===== src/rtl/tune_i2c_pkg.sv =====
package tune_i2c_pkg;
  typedef enum logic [2:0] {
    EN_IDLE,
    EN_ADDR,
    EN_DATA,
    EN_ACK,
    EN_SKIP
  } eng_state_t;

  typedef struct packed {
    logic pump_hi;
    logic ref_test;
    logic pump_hiz;
    logic drv_off;
  } ctrl_t;
endpackage


===== src/rtl/i2c_line_filter.sv =====
module i2c_line_filter #(
  parameter int FILT_LEN = 3
) (
  input  logic clk,
  input  logic rst_n,
  input  logic raw_i,
  output logic clean_o
);
  localparam int CW = $clog2(FILT_LEN) + 1;

  logic          s1, s2;
  logic [CW-1:0] cnt;

  // Two-flop synchroniser, then the output follows only a level held FILT_LEN cycles
  always_ff @(posedge clk or negedge rst_n) begin
    if (!rst_n) begin
      s1      <= 1'b1;
      s2      <= 1'b1;
      clean_o <= 1'b1;
      cnt     <= '0;
    end else begin
      s1 <= raw_i;
      s2 <= s1;
      if (s2 == clean_o) begin
        cnt <= '0;
      end else if (cnt == CW'(FILT_LEN - 1)) begin
        clean_o <= s2;
        cnt     <= '0;
      end else begin
        cnt <= cnt + 1'b1;
      end
    end
  end
endmodule


===== src/rtl/i2c_bus_events.sv =====
module i2c_bus_events (
  input  logic clk,
  input  logic rst_n,
  input  logic scl_f,
  input  logic sda_f,
  output logic start_o,
  output logic stop_o,
  output logic scl_rise_o,
  output logic scl_fall_o
);
  logic scl_q, sda_q;

  always_ff @(posedge clk or negedge rst_n) begin
    if (!rst_n) begin
      scl_q <= 1'b1;
      sda_q <= 1'b1;
    end else begin
      scl_q <= scl_f;
      sda_q <= sda_f;
    end
  end

  assign start_o    = scl_f & scl_q & sda_q & ~sda_f;
  assign stop_o     = scl_f & scl_q & ~sda_q & sda_f;
  assign scl_rise_o = scl_f & ~scl_q;
  assign scl_fall_o = ~scl_f & scl_q;
endmodule


===== src/rtl/i2c_byte_engine.sv =====
module i2c_byte_engine
  import tune_i2c_pkg::*;
#(
  parameter int BYTE_W = 8,
  parameter int SEL_W  = 2,
  parameter logic [BYTE_W-SEL_W-2:0] ADDR_PREFIX = 5'b11000
) (
  input  logic              clk,
  input  logic              rst_n,
  input  logic              start_i,
  input  logic              stop_i,
  input  logic              scl_rise_i,
  input  logic              scl_fall_i,
  input  logic              sda_f,
  input  logic [SEL_W-1:0]  addr_sel_i,
  output logic              sda_pull_o,
  output logic              commit_o,
  output logic [BYTE_W-1:0] byte_o,
  output logic              skip_o
);
  localparam int CNT_W = $clog2(BYTE_W + 1);
  localparam logic [CNT_W-1:0] CNT_FULL = CNT_W'(BYTE_W);

  eng_state_t        state;
  logic [CNT_W-1:0]  cnt;
  logic [BYTE_W-1:0] shreg;
  logic              ack_data;

  always_ff @(posedge clk or negedge rst_n) begin
    if (!rst_n) begin
      state      <= EN_IDLE;
      cnt        <= '0;
      shreg      <= '0;
      sda_pull_o <= 1'b0;
      commit_o   <= 1'b0;
      ack_data   <= 1'b0;
    end else begin
      commit_o <= 1'b0;
      if (start_i) begin
        state      <= EN_ADDR;
        cnt        <= '0;
        sda_pull_o <= 1'b0;
      end else if (stop_i) begin
        state      <= EN_IDLE;
        sda_pull_o <= 1'b0;
      end else begin
        case (state)
          EN_ADDR, EN_DATA: begin
            if (scl_rise_i && cnt != CNT_FULL) begin
              shreg <= {shreg[BYTE_W-2:0], sda_f};
              cnt   <= cnt + 1'b1;
            end else if (scl_fall_i && cnt == CNT_FULL) begin
              if (state == EN_DATA) begin
                sda_pull_o <= 1'b1;
                ack_data   <= 1'b1;
                state      <= EN_ACK;
              end else if (shreg == {ADDR_PREFIX, addr_sel_i, 1'b0}) begin
                sda_pull_o <= 1'b1;
                ack_data   <= 1'b0;
                state      <= EN_ACK;
              end else begin
                state <= EN_SKIP;
              end
            end
          end
          EN_ACK: begin
            if (scl_fall_i) begin
              sda_pull_o <= 1'b0;
              cnt        <= '0;
              state      <= EN_DATA;
              commit_o   <= ack_data;
            end
          end
          default: ;
        endcase
      end
    end
  end

  assign byte_o = shreg;
  assign skip_o = (state == EN_SKIP);
endmodule


===== src/rtl/tune_reg_file.sv =====
module tune_reg_file
  import tune_i2c_pkg::*;
#(
  parameter int DIV_W = 15
) (
  input  logic             clk,
  input  logic             rst_n,
  input  logic             start_i,
  input  logic             commit_i,
  input  logic [7:0]       byte_i,
  output logic [DIV_W-1:0] div_o,
  output ctrl_t            ctrl_o,
  output logic [4:0]       band_o
);
  localparam int HI_W = DIV_W - 8;

  logic second;   // next committed byte completes a pair
  logic kind;     // 1: pair in progress is control, 0: divider

  always_ff @(posedge clk or negedge rst_n) begin
    if (!rst_n) begin
      second <= 1'b0;
      kind   <= 1'b0;
      div_o  <= '0;
      ctrl_o <= '0;
      band_o <= '0;
    end else if (start_i) begin
      second <= 1'b0;
    end else if (commit_i) begin
      if (!second) begin
        second <= 1'b1;
        kind   <= byte_i[7];
        if (byte_i[7]) begin
          ctrl_o <= '{pump_hi: byte_i[6], ref_test: byte_i[5],
                      pump_hiz: byte_i[4], drv_off: byte_i[0]};
        end else begin
          div_o[DIV_W-1:8] <= byte_i[HI_W-1:0];
        end
      end else begin
        second <= 1'b0;
        if (kind) begin
          band_o <= {byte_i[7], byte_i[4], byte_i[2], byte_i[1], byte_i[0]};
        end else begin
          div_o[7:0] <= byte_i;
        end
      end
    end
  end
endmodule


===== src/rtl/tune_i2c_rx.sv =====
module tune_i2c_rx
  import tune_i2c_pkg::*;
#(
  parameter int FILT_LEN = 3,
  parameter int DIV_W    = 15,
  parameter int SEL_W    = 2
) (
  input  logic             clk,
  input  logic             rst_n,
  input  logic             scl_i,
  input  logic             sda_i,
  input  logic [SEL_W-1:0] addr_sel_i,
  output logic             sda_pull_o,
  output logic [DIV_W-1:0] div_ratio_o,
  output logic             pump_hi_o,
  output logic             test_ref_o,
  output logic             pump_hiz_o,
  output logic             drv_off_o,
  output logic [4:0]       band_o
);
  logic [1:0] raw, clean;
  logic       scl_f, sda_f;
  logic       start, stop, scl_rise, scl_fall;
  logic       commit, skip;
  logic [7:0] rx_byte;
  ctrl_t      ctrl;

  assign raw = {scl_i, sda_i};

  for (genvar g = 0; g < 2; g++) begin : g_line
    i2c_line_filter #(.FILT_LEN(FILT_LEN)) u_filt (
      .clk(clk), .rst_n(rst_n), .raw_i(raw[g]), .clean_o(clean[g])
    );
  end

  assign scl_f = clean[1];
  assign sda_f = clean[0];

  i2c_bus_events u_evt (
    .clk(clk), .rst_n(rst_n), .scl_f(scl_f), .sda_f(sda_f),
    .start_o(start), .stop_o(stop), .scl_rise_o(scl_rise), .scl_fall_o(scl_fall)
  );

  i2c_byte_engine #(.BYTE_W(8), .SEL_W(SEL_W)) u_eng (
    .clk(clk), .rst_n(rst_n), .start_i(start), .stop_i(stop),
    .scl_rise_i(scl_rise), .scl_fall_i(scl_fall), .sda_f(sda_f),
    .addr_sel_i(addr_sel_i), .sda_pull_o(sda_pull_o), .commit_o(commit),
    .byte_o(rx_byte), .skip_o(skip)
  );

  tune_reg_file #(.DIV_W(DIV_W)) u_regs (
    .clk(clk), .rst_n(rst_n), .start_i(start), .commit_i(commit),
    .byte_i(rx_byte), .div_o(div_ratio_o), .ctrl_o(ctrl), .band_o(band_o)
  );

  assign pump_hi_o  = ctrl.pump_hi;
  assign test_ref_o = ctrl.ref_test;
  assign pump_hiz_o = ctrl.pump_hiz;
  assign drv_off_o  = ctrl.drv_off;
endmodule


===== config.mk =====
export PLATFORM = sky130hd
export DESIGN_NAME = tune_i2c_rx
export DESIGN_NICKNAME = d
export VERILOG_FILES = /design/src/rtl/tune_i2c_pkg.sv /design/src/rtl/i2c_line_filter.sv /design/src/rtl/i2c_bus_events.sv /design/src/rtl/i2c_byte_engine.sv /design/src/rtl/tune_reg_file.sv /design/src/rtl/tune_i2c_rx.sv
export SDC_FILE = /design/constraint.sdc
export NUM_CORES = 1
export LEC_CHECK = 0
export BUFFER_PORTS_ARGS = -buffer_cell sky130_fd_sc_hd__buf_2
export CORE_MARGIN = 10
export CORE_UTILIZATION = 45
export CTS_CLUSTER_DIAMETER = 200
export DETAILED_ROUTE_END_ITERATION = 10
export PLACE_DENSITY = 0.67
export SYNTH_ARGS = -nofsm -noshare
export SYNTH_HDL_FRONTEND = slang
export SYNTH_SLANG_ARGS = --single-unit

===== constraint.sdc =====
create_clock -name clk -period 2 [get_ports clk]
set_input_delay 0.2 -clock clk [delete_from_list [all_inputs] [get_ports clk]]
set_output_delay 0.2 -clock clk [all_outputs]
set_load 0.01 [all_outputs]

-- Word-level counts from Yosys, hierarchy flattened
Index checks and enable logic that the tools add are counted.
- register bits after elaboration: 58
- latch bits: 0
- bits in writable memories: 0
- memory bits (read-only): 0
- input bits: 6
- output and inout port bits: 25
- memories kept: 0
- $add $sub $neg: 3
- multipliers: 0
- divide/modulo/power cells: 0
- magnitude comparators: 0
- equality and inequality tests: 17
- shift operators: 0
- muxes and demuxes: 34
- bitwise operators: 19
- reduce and logical (&&, ||, !) cells: 19
- operators by type and width (kind ; number):
    3-bit two-way mux ; 11
    4-bit AND reduction ; 7
    1-bit two-way mux ; 16
    4-bit two-way mux ; 4
    3-bit by 2-bit equality test with 1-bit output (second input constant) ; 4
    1-bit inverter ; 12
    8-bit equality test ; 1
    4-bit by 3-bit != test with 1-bit output (second input constant) ; 2
    4-bit != test (second input constant) ; 2
    4-bit one-hot mux with 2 select lines ; 1
    1-bit bitwise AND ; 7
    3-bit by 1-bit adder with 3-bit output (second input constant) ; 2
    3-bit by 2-bit != test with 1-bit output (second input constant) ; 2
    3-bit one-hot mux with 2 select lines ; 1
    6-bit AND reduction ; 1
    5-bit by 3-bit != test with 1-bit output (second input constant) ; 1
    5-bit AND reduction ; 1
    4-bit by 1-bit adder with 4-bit output (second input constant) ; 1
    4-bit equality test (second input constant) ; 1
    2-bit AND reduction ; 2
    2-bit nonzero test ; 2
    4-bit nonzero test ; 1
    3-bit by 1-bit equality test with 1-bit output (second input constant) ; 1
    3-bit AND reduction ; 1
    6 further kinds ; 8

-- Longest topological paths before layout
- depth in word-level cells: 8
- depth in mapped cells: 7
- depth with buffers taken out: 6

-- By module
Synthesis repeated with hierarchy kept, for this count alone.
- cell total of the unflattened synthesis: 191
- area, all modules: 2580.0 um^2
- modules (own cells, without submodules) (module ; instances ; cells each ; area an instance (um^2) ; sequential area each (um^2)):
    tune_reg_file ; 1 ; 59 ; 1022.2 ; 650.6
    i2c_byte_engine ; 1 ; 92 ; 984.7 ; 450.4
    i2c_line_filter ; 2 ; 17 ; 242.7 ; 153.9
    i2c_bus_events ; 1 ; 6 ; 87.6 ; 52.6

-- Worst setup path after synthesis
No wires, ideal clock.
- kind: reg2reg
- start point: register u_eng.shreg[0] (netlist: u_eng.byte_o[0])
- end point: register u_eng.ack_data
- arrival time: 1920 ps
- data required time: 1862 ps
- setup slack: -58 ps
- stages on the path, launching flop included: 6
- path buffers: 1
- clock period less this slack: 2058 ps
- path through: dfrtp_1 or4_1 or4_1 buf_2 o41ai_1 o41ai_1
- cells in the longest elaborated chain, start to end: 3
- ends and longest elaborated chain (item ; RTL line ; source):
    start, declared ; i2c_byte_engine.sv:26 ; logic [BYTE_W-1:0] shreg;
    start signal, assigned ; i2c_byte_engine.sv:50 ; shreg <= {shreg[BYTE_W-2:0], sda_f};
    8-bit equality test ; i2c_byte_engine.sv:57 ; end else if (shreg == {ADDR_PREFIX, addr_sel_i, 1'b0}) begin
    2-bit nonzero test (no line) ; n/a ;
    6-bit AND reduction (no line) ; n/a ;
    end signal, assigned ; i2c_byte_engine.sv:36 ; ack_data <= 1'b0;
    end signal, assigned ; i2c_byte_engine.sv:55 ; ack_data <= 1'b1;
    end signal, assigned ; i2c_byte_engine.sv:59 ; ack_data <= 1'b0;
    end, declared ; i2c_byte_engine.sv:27 ; logic ack_data;
Every way passes these cells.
A chain may end at the register's enable or synchronous reset.

-- Worst setup path after layout
- start point: register u_eng.shreg[0] (netlist: u_eng.byte_o[0])
- end point: register u_eng.state[1]
- cells in the longest elaborated chain, start to end: 8
- ends and longest elaborated chain (item ; RTL line ; source):
    8-bit equality test ; i2c_byte_engine.sv:57 ;
    3-bit two-way mux ; i2c_byte_engine.sv:57 ;
    3-bit two-way mux ; i2c_byte_engine.sv:53 ; if (state == EN_DATA) begin
    3-bit two-way mux ; i2c_byte_engine.sv:52 ; end else if (scl_fall_i && cnt == CNT_FULL) begin
    3-bit two-way mux ; i2c_byte_engine.sv:49 ; if (scl_rise_i && cnt != CNT_FULL) begin
    3-bit one-hot mux with 2 select lines ; i2c_byte_engine.sv:47 ; case (state)
    3-bit two-way mux ; i2c_byte_engine.sv:43 ; end else if (stop_i) begin
    3-bit two-way mux ; i2c_byte_engine.sv:39 ; if (start_i) begin
    end signal, assigned ; i2c_byte_engine.sv:40 ; state <= EN_ADDR;
    end signal, assigned ; i2c_byte_engine.sv:44 ; state <= EN_IDLE;
    end signal, assigned ; i2c_byte_engine.sv:56 ; state <= EN_ACK;
    end, declared ; i2c_byte_engine.sv:24 ; eng_state_t state;
Every way passes these cells. The select of a mux whose other input is x is not followed.

==> impl_metrics.env <==
export IMPL_outcome="complete, no violations"
export IMPL_max_stage_delay_ns=0.55
export IMPL_drv_slew=0
export IMPL_hpwl_um=3340
export IMPL_ys_async_sr_fraction_pct=100
export IMPL_finalHoldViolCount=0
export IMPL_htreeDepth=3
export IMPL_numCtsBuffers=9
export IMPL_synth_top_family_by_area="multiplexers"
export IMPL_wl_per_cell_um=14.9
export IMPL_drc=0
export IMPL_clkPwrFrac_pct=27.1
export IMPL_synth_warnings=0
export IMPL_synth_simple_area_share_pct=13.4
export IMPL_overflow=0
export IMPL_vias=1687
export IMPL_synthMuxAreaShare_pct=16.2
export IMPL_power_switching_share_pct=32.4
export IMPL_setup_viol=0
export IMPL_critPathKind="register to register"
export IMPL_clk_pin_slew_ns=0.07
export IMPL_pwr_share_comb_pct=29.6
export IMPL_period_needed_ns=1.97
export IMPL_grtUsageTotal_pct=12.0
export IMPL_antenna_found_initial=0
export IMPL_n_antenna_cell=0
export IMPL_drive_gt1_share_pct=44.1
export IMPL_synthFlopType="dfrtp_1"
export IMPL_syn_area_um2=2500
export IMPL_clk_latency_ns=0.34
export IMPL_syn2layout_area_growth_pct=23.6
export IMPL_gp_congestion=0.861
export IMPL_fmax_mhz=507
export IMPL_clock_skew_ns=0.00920
export IMPL_clk_path_buf_depth=2
export IMPL_totalPowerFinal_w=0.00399
export IMPL_cap_violations=0
export IMPL_syn_nets=207
export IMPL_final_antenna_net_count=0
export IMPL_tightest_slew_ns=0.443
export IMPL_synth_seq_area_share_pct=58.5
export IMPL_vdd_drop_max_mv=0.764
export IMPL_min_period_over_period_pct=98.5
export IMPL_first_iter_violations=88
export IMPL_slowest_stage="or4_4"
export IMPL_chipWidth_um=94.5
export IMPL_fillers=450
export IMPL_finalWirelength_um=4900
export IMPL_synth_edf_count=0
export IMPL_path_cells="or4_1 -> or4_4 -> or3_1 -> a21oi_1"
export IMPL_worstPathMaxFanout=4
export IMPL_synth_compound_area_share_pct=5.16
export IMPL_yosysTopAreaCellShare_pct=50.1
export IMPL_layout_commonest_cell="dfrtp_1"
export IMPL_ios=31
export IMPL_p_switching_w=0.00129
export IMPL_grt_pass1_vias=1687
export IMPL_fin_setup_tns_ns=0
export IMPL_portBuffers=30
export IMPL_grt_first_pass_wirelength_um=8220
export IMPL_internal_power_w=0.00269
export IMPL_synth_cells=199
export IMPL_leakage_nw=1.54
export IMPL_start_util_pct=45.9
export IMPL_cp_required_ns=2.26
export IMPL_worstSetupEndpointType="register"
export IMPL_synth_area_leaders="dfrtp_1 50%, mux2_2 16%, dfstp_2 8.4%"
export IMPL_fp_dieH_um=94.5
export IMPL_pwr_share_seq_pct=43.3
export IMPL_drt_pass1_iter_count=4
export IMPL_yosys_register_bits=58
export IMPL_cp_start_kind="register"
export IMPL_mostFrequentLayoutCells="50 x dfrtp_1, 36 x mux2_2, 30 x buf_2"
export IMPL_slew_headroom_pct=70.5
export IMPL_rsz0062_at_grt="true"
export IMPL_placeableCoreArea_um2=5440
export IMPL_final_nets=259
export IMPL_dieArea_um2=8930
export IMPL_via_per_inst=5.14
export IMPL_cts_tree="built"
export IMPL_hold_class="register to register"
export IMPL_synthAdderAreaFrac_pct=1.00
export IMPL_cts_root_buffer="clkbuf_8"
export IMPL_num_rows=27
export IMPL_critPathArrivalTime_ns=2.23
export IMPL_avgSynthCellArea_um2=12.6
export IMPL_cts_sinks=58
export IMPL_p_per_area_nw_per_um2=1290
export IMPL_synth_distinct_cells=37
export IMPL_grt_max_degree=59
export IMPL_synthXorXnorAreaFrac_pct=3.51
export IMPL_yosysTopAreaCell="dfrtp_1"
[stage by stage]
step	setup WS [ns]	instances	hold WS [ns]	utilization [%]	instance area, um2
2_1_floorplan	-0.0355	199	-0.0956	-	2510
3_3_place_gp	0.0227	309	0.226	52.2	2840
3_5_place_dp	0.00143	309	0.226	52.2	2840
4_1_cts	0.0307	328	0.356	56.6	3080
5_1_grt	-0.0371	328	0.360	56.8	3090
6_report	0.0291	328	0.355	56.8	3090
[Yosys cell counts (2+ instances only)]
library cell  instances
dfstp_2               8
clkbuf_1              4
or2_2                 2
o41ai_1               2
a21oi_1               4
inv_1                 5
xor2_1                5
nor2_1                9
xnor2_1               5
nor2b_1               7
nor3_1                3
o22ai_1               2
or4_1                 2
o21ai_0               4
nand4b_1              3
nand2b_1              6
mux2_2               36
buf_2                 2
ha_1                  2
nand3_1               3
dfrtp_1              50
nand3b_1              4
nand2_1              17
[area by class of cell]
| cell class | instances | area (um2) | area share (%) |
|---|---|---|---|
| Timing Repair Buffer | 48 | 305 | 9.89 |
| Clock inverter | 6 | 63.8 | 2.07 |
| Sequential cell | 58 | 1460 | 47.3 |
| Multi-Input combinational cell | 129 | 1010 | 32.7 |
| Clock buffer | 10 | 138 | 4.46 |
| Tap cell | 72 | 90.1 | 2.92 |
| Inverter | 5 | 18.8 | 0.608 |
[per-layer routing]
layer,wire length [um],up-vias,track usage [%]
li1,-,802,-
met2,2260,40,17.1
met4,120,0,8.23
met1,2280,831,14.7
met3,240,14,4.36
met5,0,-,0
[logic make-up after synthesis]
group | count (synthesis)
DFF | 58
xor gates and xnor gates | 10
muxes | 36
adders and majority gates | 2
and+or+nand+nor | 62
AOI/OAI and AO/OA | 19
buffers and inverters | 12
[critical path, delay by kind of cell (launching register included)]
family          cells  cell delay [ns]
compound gates      1             0.14
flops               1             0.38
simple gates        3             1.38
[sequential cells by signal, summed over array words and instances, names as in the netlist]
signal,flops
u_regs.ctrl_o,4
u_eng.sda_pull_o,1
u_regs.div_o,15
u_evt.scl_q,1
g_line.u_filt.s2,2
u_eng.cnt,4
g_line.u_filt.clean_o,2
g_line.u_filt.cnt,6
u_regs.kind,1
u_eng.state,3
u_regs.band_o,5
u_evt.sda_q,1
g_line.u_filt.s1,2
u_regs.second,1
u_eng.byte_o,8
u_eng.commit_o,1
u_eng.ack_data,1
[power by group through the flow]
stage / combinational (W) / clock, W / sequential, W
after floorplan: 0.000696 / 0 / 0.00175
after global placement: 0.00115 / 0 / 0.00174
after detailed placement: 0.00117 / 0 / 0.00174
after CTS: 0.00118 / 0.00112 / 0.00172
after global routing: 0.00130 / 0.00117 / 0.00176
final: 0.00118 / 0.00108 / 0.00173
[timing repair]
| item | in CTS | in global routing |
|---|---|---|
| pin swaps | 0 | 1 |
| setup buffers | 0 | 0 |
| cloned | 0 | 0 |
| gates resized for setup | 1 | 3 |
| hold buffers | 3 | 0 |
| setup endpoints to repair | 1 | 19 |
| endpoints found under the hold margin | 52 | 0 |
[final timing paths]
path / slack (ns) / startpoint / cells after the start / to
hold reg to reg: 0.36 / g_line[1].u_filt.s1$_DFF_PN1_ / 0 / g_line[1].u_filt.s2$_DFF_PN1_
max in group asynchronous: 1.30 / rst_n / 3 / g_line[1].u_filt.s1$_DFF_PN1_
min in group asynchronous: 0.39 / rst_n / 3 / u_regs.kind$_DFFE_PN0P_
setup / recovery: 0.03 / u_eng.byte_o[0]$_DFFE_PN0P_ / 4 / u_eng.state[1]$_DFFE_PN0P_
setup reg to reg: 0.03 / u_eng.byte_o[0]$_DFFE_PN0P_ / 4 / u_eng.state[1]$_DFFE_PN0P_
hold / removal: 0.36 / g_line[1].u_filt.s1$_DFF_PN1_ / 0 / g_line[1].u_filt.s2$_DFF_PN1_
(Power assumes the default switching activity.)
